===== src/rtl/preempt_pkg.sv =====
package preempt_pkg;

  // How the frame marker input is turned into ticks.
  typedef enum logic {
    TICK_PULSE = 1'b0,  // input is already a one-cycle pulse
    TICK_EDGE  = 1'b1   // rising edge of a level input
  } tick_mode_e;

  // Reload values of zero are meaningless; they are held as one.
  function automatic logic [15:0] clamp_reload(input logic [15:0] v);
    return (v == 16'd0) ? 16'd1 : v;
  endfunction

endpackage


===== src/rtl/preempt_tick_src.sv =====
module preempt_tick_src #(
  parameter preempt_pkg::tick_mode_e TICK_MODE = preempt_pkg::TICK_EDGE
) (
  input  logic clk,
  input  logic rst_n,
  input  logic frame_mark,
  output logic tick
);

  generate
    if (TICK_MODE == preempt_pkg::TICK_EDGE) begin : g_edge
      logic mark_prev_q;

      always_ff @(posedge clk) begin
        if (!rst_n) mark_prev_q <= 1'b1;
        else        mark_prev_q <= frame_mark;
      end

      assign tick = frame_mark & ~mark_prev_q;


      one_tick_per_rise_chk: assert property (@(posedge clk) disable iff (!rst_n)
        tick |=> !tick);
    end else begin : g_pulse
      assign tick = frame_mark;
    end
  endgenerate

endmodule


===== src/rtl/preempt_gate.sv =====
module preempt_gate #(
  parameter int PID_W = 8
) (
  input  logic             clk,
  input  logic             rst_n,
  input  logic             mask_wr,
  input  logic             mask_data,
  input  logic [PID_W-1:0] pid,
  output logic             blocked
);

  localparam logic [PID_W-1:0] SUPER_PID = '0;

  logic mask_q;

  always_ff @(posedge clk) begin
    if (!rst_n)       mask_q <= 1'b1;
    else if (mask_wr) mask_q <= mask_data;
  end

  assign blocked = mask_q | (pid == SUPER_PID);


  mask_write_chk: assert property (@(posedge clk) disable iff (!rst_n)
    mask_wr |=> (mask_q == $past(mask_data)));

endmodule


===== src/rtl/preempt_countdown.sv =====
module preempt_countdown #(
  parameter int CNT_W      = 8,
  parameter int RELOAD_DEF = 1
) (
  input  logic             clk,
  input  logic             rst_n,
  input  logic             reload_wr,
  input  logic [CNT_W-1:0] reload_data,
  input  logic             tick,
  input  logic             blocked,
  input  logic             yield_strb,
  output logic             fire
);

  localparam logic [CNT_W-1:0] ONE      = CNT_W'(1);
  localparam logic [CNT_W-1:0] DEF_LOAD = CNT_W'(preempt_pkg::clamp_reload(16'(RELOAD_DEF)));

  logic [CNT_W-1:0] reload_q;
  logic [CNT_W-1:0] cnt_q;
  logic             accept;

  always_ff @(posedge clk) begin
    if (!rst_n)         reload_q <= DEF_LOAD;
    else if (reload_wr) reload_q <= (reload_data == '0) ? ONE : reload_data;
  end

  assign accept = tick & ~blocked & ~yield_strb;
  assign fire   = accept & (cnt_q == ONE);

  always_ff @(posedge clk) begin
    if (!rst_n)          cnt_q <= DEF_LOAD;
    else if (yield_strb) cnt_q <= reload_q;
    else if (fire)       cnt_q <= reload_q;
    else if (accept)     cnt_q <= cnt_q - ONE;
  end


  reload_nonzero_chk: assert property (@(posedge clk) disable iff (!rst_n)
    reload_q != '0);


  count_nonzero_chk: assert property (@(posedge clk) disable iff (!rst_n)
    cnt_q != '0);


  yield_restart_chk: assert property (@(posedge clk) disable iff (!rst_n)
    yield_strb |=> (cnt_q == $past(reload_q)));


  blocked_hold_chk: assert property (@(posedge clk) disable iff (!rst_n)
    (blocked && !yield_strb) |=> $stable(cnt_q));

endmodule


===== src/rtl/preempt_pulse.sv =====
module preempt_pulse #(
  parameter int PULSE_LEN = 2
) (
  input  logic clk,
  input  logic rst_n,
  input  logic fire,
  output logic nmi_n
);

  localparam int               SW   = $clog2(PULSE_LEN + 1);
  localparam logic [SW-1:0]    LOAD = SW'(PULSE_LEN);
  localparam logic [SW-1:0]    STEP = SW'(1);

  logic [SW-1:0] left_q;
  logic          busy;

  assign busy = (left_q != '0);

  always_ff @(posedge clk) begin
    if (!rst_n)             left_q <= '0;
    else if (busy)          left_q <= left_q - STEP;
    else if (fire)          left_q <= LOAD;
  end

  assign nmi_n = ~busy;

  // Checker: length of the current low run.
  logic [SW:0] low_run_q;
  always_ff @(posedge clk) begin
    if (!rst_n)      low_run_q <= '0;
    else if (!nmi_n) low_run_q <= low_run_q + 1'b1;
    else             low_run_q <= '0;
  end


  pulse_max_len_chk: assert property (@(posedge clk) disable iff (!rst_n)
    low_run_q <= (SW+1)'(PULSE_LEN));


  pulse_full_len_chk: assert property (@(posedge clk) disable iff (!rst_n)
    (!nmi_n && low_run_q < (SW+1)'(PULSE_LEN - 1)) |=> !nmi_n);


  no_retrigger_chk: assert property (@(posedge clk) disable iff (!rst_n)
    (busy && fire) |=> (left_q == $past(left_q) - STEP));


  start_on_fire_chk: assert property (@(posedge clk) disable iff (!rst_n)
    (fire && nmi_n) |=> !nmi_n);

endmodule


===== src/rtl/preempt_irq_gen.sv =====
module preempt_irq_gen #(
  parameter int                       PID_W      = 8,
  parameter int                       CNT_W      = 8,
  parameter int                       RELOAD_DEF = 1,
  parameter int                       PULSE_LEN  = 2,
  parameter preempt_pkg::tick_mode_e  TICK_MODE  = preempt_pkg::TICK_EDGE
) (
  input  logic             clk,
  input  logic             rst_n,
  input  logic             frame_mark,
  input  logic [PID_W-1:0] pid,
  input  logic             yield_strb,
  input  logic             mask_wr,
  input  logic             mask_data,
  input  logic             reload_wr,
  input  logic [CNT_W-1:0] reload_data,
  output logic             nmi_n
);

  logic tick;
  logic blocked;
  logic fire;

  preempt_tick_src #(.TICK_MODE(TICK_MODE)) u_tick (
    .clk        (clk),
    .rst_n      (rst_n),
    .frame_mark (frame_mark),
    .tick       (tick)
  );

  preempt_gate #(.PID_W(PID_W)) u_gate (
    .clk       (clk),
    .rst_n     (rst_n),
    .mask_wr   (mask_wr),
    .mask_data (mask_data),
    .pid       (pid),
    .blocked   (blocked)
  );

  preempt_countdown #(.CNT_W(CNT_W), .RELOAD_DEF(RELOAD_DEF)) u_count (
    .clk         (clk),
    .rst_n       (rst_n),
    .reload_wr   (reload_wr),
    .reload_data (reload_data),
    .tick        (tick),
    .blocked     (blocked),
    .yield_strb  (yield_strb),
    .fire        (fire)
  );

  preempt_pulse #(.PULSE_LEN(PULSE_LEN)) u_pulse (
    .clk   (clk),
    .rst_n (rst_n),
    .fire  (fire),
    .nmi_n (nmi_n)
  );


  super_never_fires_chk: assert property (@(posedge clk) disable iff (!rst_n)
    (pid == '0) |-> !fire);


  yield_blocks_fire_chk: assert property (@(posedge clk) disable iff (!rst_n)
    yield_strb |-> !fire);


  idle_high_chk: assert property (@(posedge clk) disable iff (!rst_n)
    (nmi_n && !fire) |=> nmi_n);

endmodule


===== config.mk =====
export PLATFORM = sky130hd
export DESIGN_NAME = preempt_irq_gen
export DESIGN_NICKNAME = d
export VERILOG_FILES = /design/src/rtl/preempt_pkg.sv /design/src/rtl/preempt_tick_src.sv /design/src/rtl/preempt_gate.sv /design/src/rtl/preempt_countdown.sv /design/src/rtl/preempt_pulse.sv /design/src/rtl/preempt_irq_gen.sv
export SDC_FILE = /design/constraint.sdc
export NUM_CORES = 1
export LEC_CHECK = 0
export ABC_CLOCK_PERIOD_IN_PS = 4000
export BUFFER_PORTS_ARGS = -buffer_cell sky130_fd_sc_hd__buf_4
export CORE_UTILIZATION = 35
export DETAILED_ROUTE_END_ITERATION = 10
export GPL_TIMING_DRIVEN = 0
export PLACE_DENSITY_LB_ADDON = 0.05
export SLEW_MARGIN = 0
export SYNTH_ARGS = -nofsm -noshare
export SYNTH_HDL_FRONTEND = slang
export SYNTH_SLANG_ARGS = --single-unit

===== constraint.sdc =====
create_clock -name clk -period 4 [get_ports clk]
set_input_delay 0.2 -clock clk [delete_from_list [all_inputs] [get_ports clk]]
set_output_delay 0.2 -clock clk [all_outputs]
set_load 0.02 [all_outputs]

* Word level (Yosys, flattened, before mapping)
Index checks and enable logic that the tools add are counted.
Word-level totals: register bits 20, input bits 23, output and inout bits 1, logic and storage cells 28
Cells by class: add/subtract/negate cells 2, eq/ne operators 1, multiplexer cells 6, bitwise logic cells 9, reductions and logical operators 5
Operators with widths (count):
- 8-bit 2-to-1 mux | 4
- 8-bit zero test | 2
- 8-bit by 1-bit equality test with 1-bit output (second input constant) | 1
- 8-bit by 1-bit subtractor with 8-bit output (second input constant) | 1
- 1-bit AND | 4
- 2-bit 2-to-1 mux | 2
- 1-bit NOT | 4
- 2-bit nonzero test | 2
- 3-bit nonzero test | 1
- 2-bit by 1-bit subtractor with 2-bit output (second input constant) | 1
- 1-bit bitwise OR | 1

* Logic depth before layout (Yosys ltp)
depth in word-level cells 8, depth in mapped cells 7, mapped depth without buffers 7

* By module
From an unflattened synthesis, not the netlist that was laid out.
Second synthesis, totals: cell total of the unflattened synthesis 123, area total of the unflattened synthesis 1084.8 um2
By module, submodules not included:
- preempt_countdown | instances 1, cells an instance 101, area each 858.3 um2, sequential area each 320.3 um2
- preempt_pulse | instances 1, cells an instance 13, area each 132.6 um2, sequential area each 40.0 um2
- preempt_gate | instances 1, cells an instance 6, area each 53.8 um2, sequential area each 20.0 um2
- preempt_tick_src | instances 1, cells an instance 3, area each 40.0 um2, sequential area each 20.0 um2

* Worst setup path before layout
OpenSTA, ideal clock, no wires.
path type register -> register, start point register u_count.cnt_q[0], end point register u_pulse.left_q[1], library setup time 79 ps, data arrival time 1755 ps, required time 3921 ps, slack 2166 ps, stages on the path, launching flop included 7, buffers on the path 0, clock period less this slack 1834 ps, cells stage by stage dfxtp_1 > ha_1 > or4b_4 > or3_4 > o21ai_4 > nor2_1 > a211oi_2
On the way: word-level cells in the longest chain between the ends 3
RTL lines:
- start, declared | RTL line preempt_countdown.sv:19 | logic [CNT_W-1:0] cnt_q;
- start signal, assigned | RTL line preempt_countdown.sv:32 | else if (yield_strb) cnt_q <= reload_q;
- start signal, assigned | RTL line preempt_countdown.sv:33 | else if (fire) cnt_q <= reload_q;
- start signal, assigned | RTL line preempt_countdown.sv:34 | else if (accept) cnt_q <= cnt_q - ONE;
- 8-bit by 1-bit equality test with 1-bit output | RTL line preempt_countdown.sv:28 | assign fire = accept & (cnt_q == ONE);
- 1-bit AND | RTL line preempt_countdown.sv:28
- 2-bit nonzero test (no line)
- end signal, assigned | RTL line preempt_pulse.sv:21 | else if (busy) left_q <= left_q - STEP;
- end, declared | RTL line preempt_pulse.sv:14 | logic [SW-1:0] left_q;
No other way between the ends. A chain may end at the register's enable or synchronous reset.

* Final worst setup path
start point register u_count.cnt_q[0], end point register u_count.cnt_q[3]
On the way: word-level cells in the longest chain between the ends 4, elaborated cells on any way between the ends 7, classes of those cells add/sub: 1; eq/ne: 1; mux: 3; bitwise: 1; reduce/logical: 1
RTL lines (RTL line):
- 8-bit by 1-bit subtractor with 8-bit output or 8-bit by 1-bit equality test with 1-bit output (tied branches) | preempt_countdown.sv:34, preempt_countdown.sv:28
- 8-bit 2-to-1 mux or 1-bit AND (tied branches) | preempt_countdown.sv:34, preempt_countdown.sv:28
- 8-bit 2-to-1 mux | preempt_countdown.sv:33
- 8-bit 2-to-1 mux | preempt_countdown.sv:32
Parallel ways exist; a longest one is shown, timed or not. The select of a mux whose other input is x is not followed.

==> flow_metrics.py <==
metrics = {
    "outcome": {
        "outcome": "finished, violations left",
        "violations": "DRC",
    },
    "flow_run": {
        "drv_cap": 0,
    },
    "clocking": {
        "clock_path_buffers": 2,
        "htree_levels": 1,
        "ctsHoldBuffers": 0,
        "clock_latency_ns": 0.30,
        "cts_buffers": 3,
        "cts_resized": 0,
        "postCtsSetupBuffers": 0,
        "root_buffer": "clkbuf_4",
        "path_clk_slew_ns": 0.12,
        "cts_tree": "done",
        "cts_sinks": 20,
    },
    "logic_synthesis": {
        "synth.avg_cell_area_um2": 8.895,
        "synthesis.area_um2": 1059,
        "synth_seq_cells": 20,
        "synth_cell_type_count": 38,
        "syn_nets": 146,
        "ys_seq_area_share_pct": 37.83,
        "yosysWarnings": 0,
        "synthCells": 119,
    },
    "die": {
        "die_w_um": 57.00,
        "core_area_um2": 2805,
        "pin_count": 24,
        "dieHeight_um": 57.00,
        "die_area_um2": 3248,
        "initial_core_util_pct": 37.73,
        "row_count": 19,
    },
    "power": {
        "ir_drop_mv": 0.1763,
        "p_comb_share_pct": 22.4,
        "cellPowerDensity_nw_per_um2": 384.1,
        "pwr-share-seq_pct": 45.0,
        "p_int_uw": 371.0,
        "netSwitchingPower_uw": 134.0,
        "p_leak_uw": 0.0005360,
        "switching_share_pct": 26.54,
        "clockPowerShare_pct": 32.7,
    },
    "detailed_routing": {
        "drc": 6,
        "drt-total-wl_mm": 2.512,
        "ant_nets": 0,
        "route.vias.total": 986,
        "wl_per_cell_um": 14.27,
        "via_per_inst": 5.602,
        "drtPass1Iterations": 7,
        "drt_iter0_markers": 25,
    },
    "timing": {
        "skew_ns": 0.003953,
        "post-route-min-period_ns": 2.070,
        "grt_setup_unrepaired": "false",
        "fmax_mhz": 483.1,
        "setup_ws_ns": 1.930,
        "max_slew_margin_pct": 64.20,
        "setup_tns_ns": 0,
        "post-route-period-util_pct": 51.75,
        "setup_violations": 0,
        "worst_pin_slew_ns": 0.5370,
        "finalMaxSlewViolations": 0,
        "final-hold-violation-count": 0,
    },
    "cells_and_area": {
        "instances_no_fill": 176,
        "final_cell_mix": "22 x buf_4, 20 x dfxtp_1, 14 x nor2_1",
        "mostFrequentLayoutCell": "buf_4",
        "area_growth_pct": 24.23,
        "drive_gt1_share_pct": 22.76,
        "final_nets": 173,
        "diodes": 0,
        "fin_area_um2": 1315,
    },
    "worst_setup_path": {
        "cp.arrival_ns": 2.26,
        "critPathCaptureType": "flip-flop",
        "worst-path-max-fanout": 6,
        "path_class": "reg -> reg",
        "worst_setup_path_start_kind": "flip-flop",
        "crit_required_ns": 4.19,
    },
    "grt": {
        "grt_max_degree": 13,
        "grt_pass1_wl_mm": 4.271,
        "grt.met1_usage_pct": 22.95,
        "grt_use_met2_pct": 27.39,
        "antenna_found_initial": 0,
        "track_usage_pct": 16.87,
        "overflow": 0,
        "grt_busiest_layer": "met2",
        "grt_util_met3_pct": 2.948,
        "grt_pass1_vias": 948,
    },
    "placed_design": {
        "dpl-instance-area_um2": 1262,
        "gp_congestion": 0.8154,
        "dpl.hpwl_mm": 1.879,
        "dpl.cell_count": 172,
        "dpl_worst_slack_ns": 1.997,
        "portBuffers": 22,
    },
    "min_path": {
        "hold_path.class": "in -> reg",
    },
}
worst paths after layout:
check	start	to	slack, ns	depth (start not counted)
min	frame_mark	u_tick.g_edge.mark_prev_q$_SDFF_PN1_	0.11	2
max	u_count.cnt_q[0]$_SDFFE_PN1P_	u_count.cnt_q[3]$_SDFFE_PN0P_	1.93	6
max reg2reg	u_count.cnt_q[0]$_SDFFE_PN1P_	u_count.cnt_q[3]$_SDFFE_PN0P_	1.93	6
min reg2reg	u_count.reload_q[1]$_SDFFE_PN0P_	u_count.cnt_q[1]$_SDFFE_PN0P_	0.47	2
state kept, by name, summed over array words and instances (netlist names):
| signal | flops |
|---|---|
| u_count.cnt_q | 8 |
| u_count.reload_q | 8 |
| u_gate.mask_q | 1 |
| u_pulse.left_q | 2 |
| u_tick.g_edge.mark_prev_q | 1 |
power by group through the flow:
stage / Clock (uW) / Combinational (uW) / Sequential, uW
after floorplan: 0 / 76.7 / 228
after global placement: 0 / 111 / 231
after detailed placement: 0 / 113 / 232
after CTS: 175 / 113 / 227
after global routing: 184 / 123 / 230
final: 165 / 113 / 227
Yosys cell counts:
cell       number  area (um2)
nor2_1         14       52.55
nor3b_1         1       7.510
or3_4           1       11.26
mux2i_1         8       80.08
inv_1           6       22.52
nand3_1         3       15.01
o211ai_2        1       12.51
or4_1           2       15.01
or3_1           1       6.260
o21ai_4         1       16.27
o21ai_1         2       10.01
a311oi_1        1       8.760
a221oi_1        1       8.760
o211a_1         1       10.01
o32ai_1         2       17.52
nor3_2          1       10.01
a211oi_2        1       12.51
o41a_1          1       11.26
clkbuf_1        5       18.77
o2111a_1        2       22.52
a211oi_1        1       7.510
dfxtp_1        20       400.4
or4_4           1       11.26
a31oi_1         1       6.260
a21oi_1         3       15.01
nand2_1        10       37.54
a211o_1         1       8.760
a21boi_1        1       7.510
nor3_1          5       25.02
ha_1            4       50.05
o31ai_1         3       22.52
nor4_1          2       12.51
or3b_1          1       8.760
nand2b_1        4       25.02
a2bb2oi_1       1       8.760
or4b_4          1       13.76
o311ai_1        1       8.760
o21ai_0         4       20.02
worst max-delay path, cell delays in order, from the launching register on:
cell and delay [ns]:
dfxtp_1 0.43, ha_1 0.16, or4b_4 0.46, nor3_2 0.41
a211o_1 0.24, a21boi_1 0.18, a311oi_1 0.06
cell families (layout without fill, tap and decap cells):
| group | Yosys count | count (layout) | synth area share (%) |
|---|---|---|---|
| buf+inv | 11 | 37 | 3.901 |
| mux | 8 | 8 | 7.565 |
| simple gates | 47 | 47 | 23.76 |
| flops | 20 | 20 | 37.82 |
| fa+ha+maj | 4 | 4 | 4.728 |
| compound gates | 29 | 29 | 22.22 |
metrics by stage:
step | power (uW) | hold slack (ns) | utilization (%)
after floorplan | 304.7 | 0.3015 | -
after global placement | 341.5 | 0.4211 | 45.00
after detailed placement | 344.8 | 0.4172 | 45.00
after CTS | 515.9 | 0.09219 | 46.88
after global routing | 537.0 | 0.08767 | 46.88
final | 505.1 | 0.1058 | 46.88
layer usage:
metal / routed length (um) / vias to the layer above
met4: 19 / 0
met3: 160 / 2
met2: 1088 / 39
li1: - / 492
met1: 1244 / 453
met5: 0 / -
area by class of cell:
type,count,area (um2)
Clock buffer,3,22.52
Buffer,5,18.77
Clock inverter,1,30.03
Tap cell,31,38.79
Multi-Input combinational cell,88,616.8
Sequential cell,20,400.4
Fill cell,298,1490
Timing Repair Buffer,22,165.2
Inverter,6,22.52
Power figures use the tool's default switching activity.
